**src/rtl/cpu_regbank_pkg.sv**
```systemverilog
package cpu_regbank_pkg;
  localparam int unsigned IDX_PC = 0;
  localparam int unsigned IDX_SP = 1;
  localparam int unsigned IDX_SR = 2;
  localparam int unsigned IDX_CG = 3;
  localparam int unsigned FIRST_GPR = 4;

  typedef enum logic [2:0] {
    SEQ_IDLE   = 3'd0,
    SEQ_ENT_PC = 3'd1,
    SEQ_ENT_SR = 3'd2,
    SEQ_RET_SR = 3'd3,
    SEQ_RET_PC = 3'd4
  } seq_state_e;
endpackage

```
**src/rtl/rb_gpr_store.sv**
```systemverilog
module rb_gpr_store #(
  parameter int unsigned DW    = 16,
  parameter int unsigned NREG  = 16,
  parameter int unsigned FIRST = 4,
  localparam int unsigned IW   = $clog2(NREG)
) (
  input  logic          clk,
  input  logic          rst_n,
  input  logic          we,
  input  logic [IW-1:0] wr_idx,
  input  logic [DW-1:0] wr_data,
  input  logic [IW-1:0] rd_a_idx,
  input  logic [IW-1:0] rd_b_idx,
  output logic [DW-1:0] rd_a_val,
  output logic [DW-1:0] rd_b_val
);
  logic [DW-1:0] gpr_q [NREG];

  for (genvar g = 0; g < NREG; g++) begin : g_ent
    if (g < FIRST) begin : g_dedicated
      assign gpr_q[g] = '0;
    end else begin : g_store
      logic ent_en;
      assign ent_en = we && (wr_idx == IW'(g));
      always_ff @(posedge clk or negedge rst_n) begin
        if (!rst_n) gpr_q[g] <= '0;
        else if (ent_en) gpr_q[g] <= wr_data;
      end
    end
  end

  assign rd_a_val = gpr_q[rd_a_idx];
  assign rd_b_val = gpr_q[rd_b_idx];
endmodule

```
**src/rtl/rb_const_gen.sv**
```systemverilog
module rb_const_gen
  import cpu_regbank_pkg::*;
#(
  parameter int unsigned DW   = 16,
  parameter int unsigned NREG = 16,
  localparam int unsigned IW  = $clog2(NREG)
) (
  input  logic [IW-1:0] idx,
  input  logic [1:0]    mode,
  input  logic [DW-1:0] reg_val,
  output logic [DW-1:0] src_val
);
  always_comb begin
    src_val = reg_val;
    if (idx == IW'(IDX_CG)) begin
      case (mode)
        2'b00:   src_val = '0;
        2'b01:   src_val = DW'(1);
        2'b10:   src_val = DW'(2);
        default: src_val = '1;
      endcase
    end else if (idx == IW'(IDX_SR)) begin
      case (mode)
        2'b00:   src_val = reg_val;
        2'b01:   src_val = '0;
        2'b10:   src_val = DW'(4);
        default: src_val = DW'(8);
      endcase
    end
  end
endmodule

```
**src/rtl/rb_irq_seq.sv**
```systemverilog
module rb_irq_seq
  import cpu_regbank_pkg::*;
#(
  parameter int unsigned DW = 16
) (
  input  logic          clk,
  input  logic          rst_n,
  input  logic          irq_req,
  input  logic          reti_req,
  input  logic [DW-1:0] irq_vec,
  input  logic [DW-1:0] pc_q,
  input  logic [DW-1:0] sp_q,
  input  logic [DW-1:0] sr_q,
  input  logic [DW-1:0] mem_rdata,
  output logic          busy,
  output logic          first,
  output logic          mem_req,
  output logic          mem_we,
  output logic [DW-1:0] mem_addr,
  output logic [DW-1:0] mem_wdata,
  output logic          done,
  output logic          pc_ld,
  output logic [DW-1:0] pc_ld_val,
  output logic          sp_ld,
  output logic [DW-1:0] sp_ld_val,
  output logic          sr_ld,
  output logic [DW-1:0] sr_ld_val
);
  localparam logic [DW-1:0] WSTEP = DW'(2);
  localparam logic [DW-1:0] FRAME = DW'(4);

  seq_state_e    state_q, state_d;
  logic [DW-1:0] vec_q;
  logic          vec_en;
  logic          done_d, done_q;

  assign vec_en = (state_q == SEQ_IDLE) && irq_req;

  always_comb begin
    state_d = state_q;
    case (state_q)
      SEQ_IDLE: begin
        if (irq_req)       state_d = SEQ_ENT_PC;
        else if (reti_req) state_d = SEQ_RET_SR;
      end
      SEQ_ENT_PC: state_d = SEQ_ENT_SR;
      SEQ_RET_SR: state_d = SEQ_RET_PC;
      default:    state_d = SEQ_IDLE;
    endcase
  end

  always_comb begin
    mem_req   = 1'b0;
    mem_we    = 1'b0;
    mem_addr  = '0;
    mem_wdata = '0;
    pc_ld     = 1'b0;
    pc_ld_val = '0;
    sp_ld     = 1'b0;
    sp_ld_val = '0;
    sr_ld     = 1'b0;
    sr_ld_val = '0;
    case (state_q)
      SEQ_ENT_PC: begin
        mem_req   = 1'b1;
        mem_we    = 1'b1;
        mem_addr  = sp_q - WSTEP;
        mem_wdata = pc_q;
      end
      SEQ_ENT_SR: begin
        mem_req   = 1'b1;
        mem_we    = 1'b1;
        mem_addr  = sp_q - FRAME;
        mem_wdata = sr_q;
        sp_ld     = 1'b1;
        sp_ld_val = sp_q - FRAME;
        pc_ld     = 1'b1;
        pc_ld_val = vec_q;
      end
      SEQ_RET_SR: begin
        mem_req   = 1'b1;
        mem_addr  = sp_q;
        sr_ld     = 1'b1;
        sr_ld_val = mem_rdata;
      end
      SEQ_RET_PC: begin
        mem_req   = 1'b1;
        mem_addr  = sp_q + WSTEP;
        pc_ld     = 1'b1;
        pc_ld_val = mem_rdata;
        sp_ld     = 1'b1;
        sp_ld_val = sp_q + FRAME;
      end
      default: ;
    endcase
  end

  assign done_d = (state_q == SEQ_ENT_SR) || (state_q == SEQ_RET_PC);

  always_ff @(posedge clk or negedge rst_n) begin
    if (!rst_n) begin
      state_q <= SEQ_IDLE;
      done_q  <= 1'b0;
    end else begin
      state_q <= state_d;
      done_q  <= done_d;
    end
  end

  always_ff @(posedge clk or negedge rst_n) begin
    if (!rst_n) vec_q <= '0;
    else if (vec_en) vec_q <= irq_vec;
  end

  assign busy  = (state_q != SEQ_IDLE);
  assign first = (state_q == SEQ_ENT_PC) || (state_q == SEQ_RET_SR);
  assign done  = done_q;
endmodule

```
**src/rtl/cpu_regbank.sv**
```systemverilog
module cpu_regbank
  import cpu_regbank_pkg::*;
#(
  parameter int unsigned DW   = 16,
  parameter int unsigned NREG = 16,
  localparam int unsigned IW  = $clog2(NREG)
) (
  input  logic          clk,
  input  logic          rst_n,
  input  logic [IW-1:0] rd_a_idx,
  input  logic [1:0]    rd_a_mode,
  output logic [DW-1:0] rd_a_data,
  input  logic [IW-1:0] rd_b_idx,
  output logic [DW-1:0] rd_b_data,
  input  logic          wr_en,
  input  logic [IW-1:0] wr_idx,
  input  logic [DW-1:0] wr_data,
  input  logic [1:0]    pc_step_words,
  input  logic          sp_push,
  input  logic          sp_pop,
  input  logic          flag_en,
  input  logic [DW-1:0] flag_mask,
  input  logic [DW-1:0] flag_val,
  input  logic          irq_req,
  input  logic [DW-1:0] irq_vec,
  input  logic          reti_req,
  output logic          mem_req,
  output logic          mem_we,
  output logic [DW-1:0] mem_addr,
  output logic [DW-1:0] mem_wdata,
  input  logic [DW-1:0] mem_rdata,
  output logic          seq_done
);
  localparam logic [DW-1:0] ALIGN = {{(DW-1){1'b1}}, 1'b0};
  localparam logic [DW-1:0] SP_STEP = DW'(2);

  // reset: asserted asynchronously, released on a clock edge
  logic [1:0] rst_pipe;
  logic       rst_n_s;
  always_ff @(posedge clk or negedge rst_n) begin
    if (!rst_n) rst_pipe <= '0;
    else        rst_pipe <= {rst_pipe[0], 1'b1};
  end
  assign rst_n_s = rst_pipe[1];

  logic [DW-1:0] pc_q, pc_d, sp_q, sp_d, sr_q, sr_d;
  logic          pc_en, sp_en, sr_en;
  logic          seq_busy, seq_first;
  logic          pc_ld, sp_ld, sr_ld;
  logic [DW-1:0] pc_ld_val, sp_ld_val, sr_ld_val;
  logic          port_ok, wr_pc, wr_sp, wr_sr, gpr_we;
  logic [DW-1:0] gpr_a, gpr_b, raw_a, raw_b;

  rb_irq_seq #(.DW(DW)) u_seq (
    .clk       (clk),
    .rst_n     (rst_n_s),
    .irq_req   (irq_req),
    .reti_req  (reti_req),
    .irq_vec   (irq_vec),
    .pc_q      (pc_q),
    .sp_q      (sp_q),
    .sr_q      (sr_q),
    .mem_rdata (mem_rdata),
    .busy      (seq_busy),
    .first     (seq_first),
    .mem_req   (mem_req),
    .mem_we    (mem_we),
    .mem_addr  (mem_addr),
    .mem_wdata (mem_wdata),
    .done      (seq_done),
    .pc_ld     (pc_ld),
    .pc_ld_val (pc_ld_val),
    .sp_ld     (sp_ld),
    .sp_ld_val (sp_ld_val),
    .sr_ld     (sr_ld),
    .sr_ld_val (sr_ld_val)
  );

  assign port_ok = !seq_busy;
  assign wr_pc   = port_ok && wr_en && (wr_idx == IW'(IDX_PC));
  assign wr_sp   = port_ok && wr_en && (wr_idx == IW'(IDX_SP));
  assign wr_sr   = port_ok && wr_en && (wr_idx == IW'(IDX_SR));
  assign gpr_we  = port_ok && wr_en;

  // clock enables
  assign pc_en = pc_ld || wr_pc || (port_ok && (pc_step_words != 2'd0));
  assign sp_en = sp_ld || wr_sp || (port_ok && (sp_push || sp_pop));
  assign sr_en = sr_ld || wr_sr || (port_ok && flag_en);

  // next state
  always_comb begin
    if (pc_ld)      pc_d = pc_ld_val;
    else if (wr_pc) pc_d = wr_data;
    else            pc_d = pc_q + DW'({pc_step_words, 1'b0});
    pc_d = pc_d & ALIGN;

    if (sp_ld)        sp_d = sp_ld_val;
    else if (wr_sp)   sp_d = wr_data;
    else if (sp_push) sp_d = sp_q - SP_STEP;
    else              sp_d = sp_q + SP_STEP;
    sp_d = sp_d & ALIGN;

    if (sr_ld)      sr_d = sr_ld_val;
    else if (wr_sr) sr_d = wr_data;
    else            sr_d = (sr_q & ~flag_mask) | (flag_val & flag_mask);
  end

  always_ff @(posedge clk or negedge rst_n_s) begin
    if (!rst_n_s) begin
      pc_q <= '0;
      sp_q <= '0;
      sr_q <= '0;
    end else begin
      if (pc_en) pc_q <= pc_d;
      if (sp_en) sp_q <= sp_d;
      if (sr_en) sr_q <= sr_d;
    end
  end

  rb_gpr_store #(.DW(DW), .NREG(NREG), .FIRST(FIRST_GPR)) u_gpr (
    .clk      (clk),
    .rst_n    (rst_n_s),
    .we       (gpr_we),
    .wr_idx   (wr_idx),
    .wr_data  (wr_data),
    .rd_a_idx (rd_a_idx),
    .rd_b_idx (rd_b_idx),
    .rd_a_val (gpr_a),
    .rd_b_val (gpr_b)
  );

  function automatic logic [DW-1:0] pick(input logic [IW-1:0] i,
                                         input logic [DW-1:0] pc,
                                         input logic [DW-1:0] sp,
                                         input logic [DW-1:0] sr,
                                         input logic [DW-1:0] gpr);
    if (i == IW'(IDX_PC))      return pc;
    else if (i == IW'(IDX_SP)) return sp;
    else if (i == IW'(IDX_SR)) return sr;
    else if (i == IW'(IDX_CG)) return '0;
    else                       return gpr;
  endfunction

  assign raw_a     = pick(rd_a_idx, pc_q, sp_q, sr_q, gpr_a);
  assign raw_b     = pick(rd_b_idx, pc_q, sp_q, sr_q, gpr_b);
  assign rd_b_data = raw_b;

  rb_const_gen #(.DW(DW), .NREG(NREG)) u_cg (
    .idx     (rd_a_idx),
    .mode    (rd_a_mode),
    .reg_val (raw_a),
    .src_val (rd_a_data)
  );
endmodule

```
**config.mk**
```make
export PLATFORM = sky130hd
export DESIGN_NAME = cpu_regbank
export DESIGN_NICKNAME = d
export VERILOG_FILES = /design/src/rtl/cpu_regbank_pkg.sv /design/src/rtl/rb_gpr_store.sv /design/src/rtl/rb_const_gen.sv /design/src/rtl/rb_irq_seq.sv /design/src/rtl/cpu_regbank.sv
export SDC_FILE = /design/constraint.sdc
export NUM_CORES = 1
export LEC_CHECK = 0
export BUFFER_PORTS_ARGS = -buffer_cell sky130_fd_sc_hd__buf_2
export CAP_MARGIN = 20
export CORE_UTILIZATION = 60
export DETAILED_ROUTE_END_ITERATION = 8
export HOLD_SLACK_MARGIN = 0.08
export PLACE_DENSITY_LB_ADDON = 0.08
export SYNTH_ARGS = -nofsm -noshare
export SYNTH_HDL_FRONTEND = slang
export SYNTH_SLANG_ARGS = --single-unit
```
**constraint.sdc**
```tcl
create_clock -name clk -period 11.15 [get_ports clk]
set_input_delay 0.5575 -clock clk [delete_from_list [all_inputs] [get_ports clk]]
set_output_delay 0.5575 -clock clk [all_outputs]
set_load 0.03 [all_outputs]
```
==> qor.txt <==
GR Overflow Total: 0
Initial antenna violation count: 0
Die Y: 170 um
Distinct cells, synth: 76
Critical R2R Launch: sp_q[2]$_DFFE_PN0P_
Post-DP HPWL: 38700 um
Syn. warnings: 0
Vias/cell: 7.16
Layout cells sized above 1: 35.8%
Final routed DRC violation total: 0
CTS tree: built
Via count: 14.3k
CP required: 10590 ps
Slew Limit Headroom: 24.2%
Final Cell Area: 0.0189 mm^2
FFs w/ async S/R, synth: 100%
Worst hold endpoint: u_seq.vec_q[13]$_DFFE_PN0P_
Diode count: 0
Routed length per instance: 28.9 um
Ys flop type: dfrtp_1
Vias in the first global route: 13.7k
I/O pin count: 171
Final hold vios: 0
Start point of the critical path: sp_q[2]$_DFFE_PN0P_
Register area share after synthesis: 38.4%
Crit share post-route: 40.4%
Post-synth EDFFs: 0
Peak supply drop: 0.184 mV
Post-route ant nets: 0
Worst-Skew Late Latency: 600 ps
CP startpoint kind: register
Fmax: 222 MHz
Die X: 170 um
FF+latch count, synth: 259
Pre-CTS setup slack: 7080 ps
Placed Instance Area: 0.0179 mm^2
P&R area growth vs syn: 11.7%
Hold slack final: 191 ps
Worst hold path type: in -> reg
Hold path depth: 2
Largest net degree at the start of global routing: 80
Status: completed
DR iter-0 viols: 1895
Final nets: 1707
Arr. time, crit path: 3950 ps
RSZ-0062 raised after global routing: no
Crit path time final: 4510 ps
R2R Setup Slk: 7770 ps
Clock transition at path regs: 60 ps
Max_cap viols: 0
Clk sinks: 259
Synth Cell Area: 0.0169 mm^2
Setup ws final: 6640 ps
Clock skew: 50.9 ps
Slew Limit Fails: 0
Port buffer count: 168
Capturing point of the worst reg2reg path: sp_q[12]$_DFFE_PN0P_
Clock buffer depth: 3
Core Area: 0.0277 mm^2
H-tree Lvls: 1
Pwr Total: 0.00527 W
First-pass GRT wire length: 86100 um
Hold_sp: irq_vec[13]
Kind of critical path: reg -> out
Mapped Cells: 1510
Syn_area_per_cell: 11.2 um^2
Power Density: 279 mW/mm^2
Syn nets: 1625
Clock Root Buffer: clkbuf_16
Worst r2r path cells: 8
Finish-stage setup viols: 0
CP Max Fanout: 14
LEAKAGE: 8.13 nW
Initial core utilization: 61.0%
Worst Tran Pin Value: 1130 ps
Final Wtd Congestion: 1.04
Routed wire length: 57700 um
Critical path capture point type: primary output
# rows: 61
Cts bufs inserted: 30
Total track usage: 40.4%
Setup TNS: 0 ps
Die area: 0.0288 mm^2
TritonRoute pass-1 iters: 6
-- critical path, stage by stage, from the launching register on --
cell and delay (ps):
dfrtp_1 650, inv_1 360, ha_1 370, or4b_1 640
nor3_1 570, a21oi_1 160, o41ai_1 380, buf_2 260
-- placed cells by master (no fill, tap or decap), drive strengths merged, types with 41 or more instances in the layout --
cell / instances
a21oi: 70
a22oi: 41
buf: 206
clkbuf: 44
dfrtp: 259
mux2: 206
mux4: 107
nand2: 95
nor2: 62
o21ai: 70
-- Yosys cell counts (5+ instances only) --
master / count / share of area [%]
mux2_2: 186 / 12
or2_2: 9 / 0.33
dfrtp_1: 259 / 38
nor3_1: 22 / 0.65
buf_2: 13 / 0.39
or3_1: 8 / 0.30
a211oi_1: 8 / 0.36
nand2b_1: 28 / 1.0
clkinv_1: 5 / 0.11
inv_1: 15 / 0.33
nand3_1: 21 / 0.62
nor2b_1: 14 / 0.52
a21o_1: 10 / 0.44
o21ai_0: 70 / 2.1
a21oi_1: 70 / 2.1
mux4_2: 107 / 14
a22oi_1: 41 / 1.8
a31oi_1: 10 / 0.37
nor4_1: 13 / 0.48
a221oi_1: 20 / 1.0
mux2_1: 10 / 0.67
xor2_1: 12 / 0.62
o211ai_1: 34 / 1.5
ha_1: 10 / 0.74
buf_1: 11 / 0.24
a222oi_1: 7 / 0.41
nand2_1: 95 / 2.1
clkbuf_1: 125 / 2.8
nand4_1: 13 / 0.48
xnor2_1: 23 / 1.2
nor3b_1: 6 / 0.27
o22ai_1: 13 / 0.48
nor2_1: 60 / 1.3
mux2i_1: 40 / 2.4
a22o_1: 13 / 0.67
mux2_4: 10 / 0.89
o221ai_1: 18 / 0.93
o311ai_0: 5 / 0.26
and3_1: 8 / 0.30
-- metal layers --
metal	up-vias	wire (um)	share of wire (%)	GRT usage (%)
met4	0	3540	6.1	23.1
li1	5954	-	-	-
met3	208	5850	10	7.91
met5	-	0	0	0
met1	7184	22200	39	55.1
met2	914	26000	45	60.7
-- cells by family after synthesis --
group / synth area share [%]
simple gates: 9.80
other cells: 0.0445
xor+xnor: 1.81
compound gates: 14.2
fa+ha+maj: 0.859
mux: 30.6
flops: 38.4
buf+inv: 4.33
-- worst max path at each step --
stage | depth (start not counted) | slack (ps) | end
floorplan | 0 | 3400 | async pin
global placement | 8 | 7120 | rd_a_data[1]
detailed placement | 8 | 7080 | rd_a_data[1]
CTS | 7 | 6740 | mem_addr[12]
global route | 9 | 6530 | mem_addr[10]
finish | 7 | 6640 | mem_addr[12]
-- metrics by stage --
stage | utilization [%] | cells
after floorplan | - | 1510
after global placement | 64.4 | 1935
after detailed placement | 64.4 | 1935
after CTS | 67.9 | 1990
after global routing | 68.1 | 1992
final | 68.1 | 1992
-- power breakdown --
group          internal [W]  leakage [nW]  switching, W
logic               0.00112          4.39       0.00130
clock network      0.000543         0.476      0.000408
registers           0.00141          3.27      0.000493
total               0.00307          8.13       0.00220
-- layout make-up --
cell class	instances	area, um^2
tap	378	473
inverter	20	75.1
timing repair buffer	207	1160
clock inverter	10	82.6
fill	2127	8850
clock buffer	44	873
multi-input combinational	1074	9710
sequential	259	6480
-- state kept, by name, indices dropped and copies added (netlist names), named ones only --
name,cells
rst_pipe,2
u_seq.done,1
u_gpr.gpr_q,192
pc_q,15
u_seq.state_q,3
sp_q,15
u_seq.vec_q,15
-- timing repair --
action,in CTS,in global routing
hold buffers,1,0
resized for setup,0,0
buffers inserted,0,0
endpoints found under the hold margin,2,0
Power figures use the tool's default switching activity.
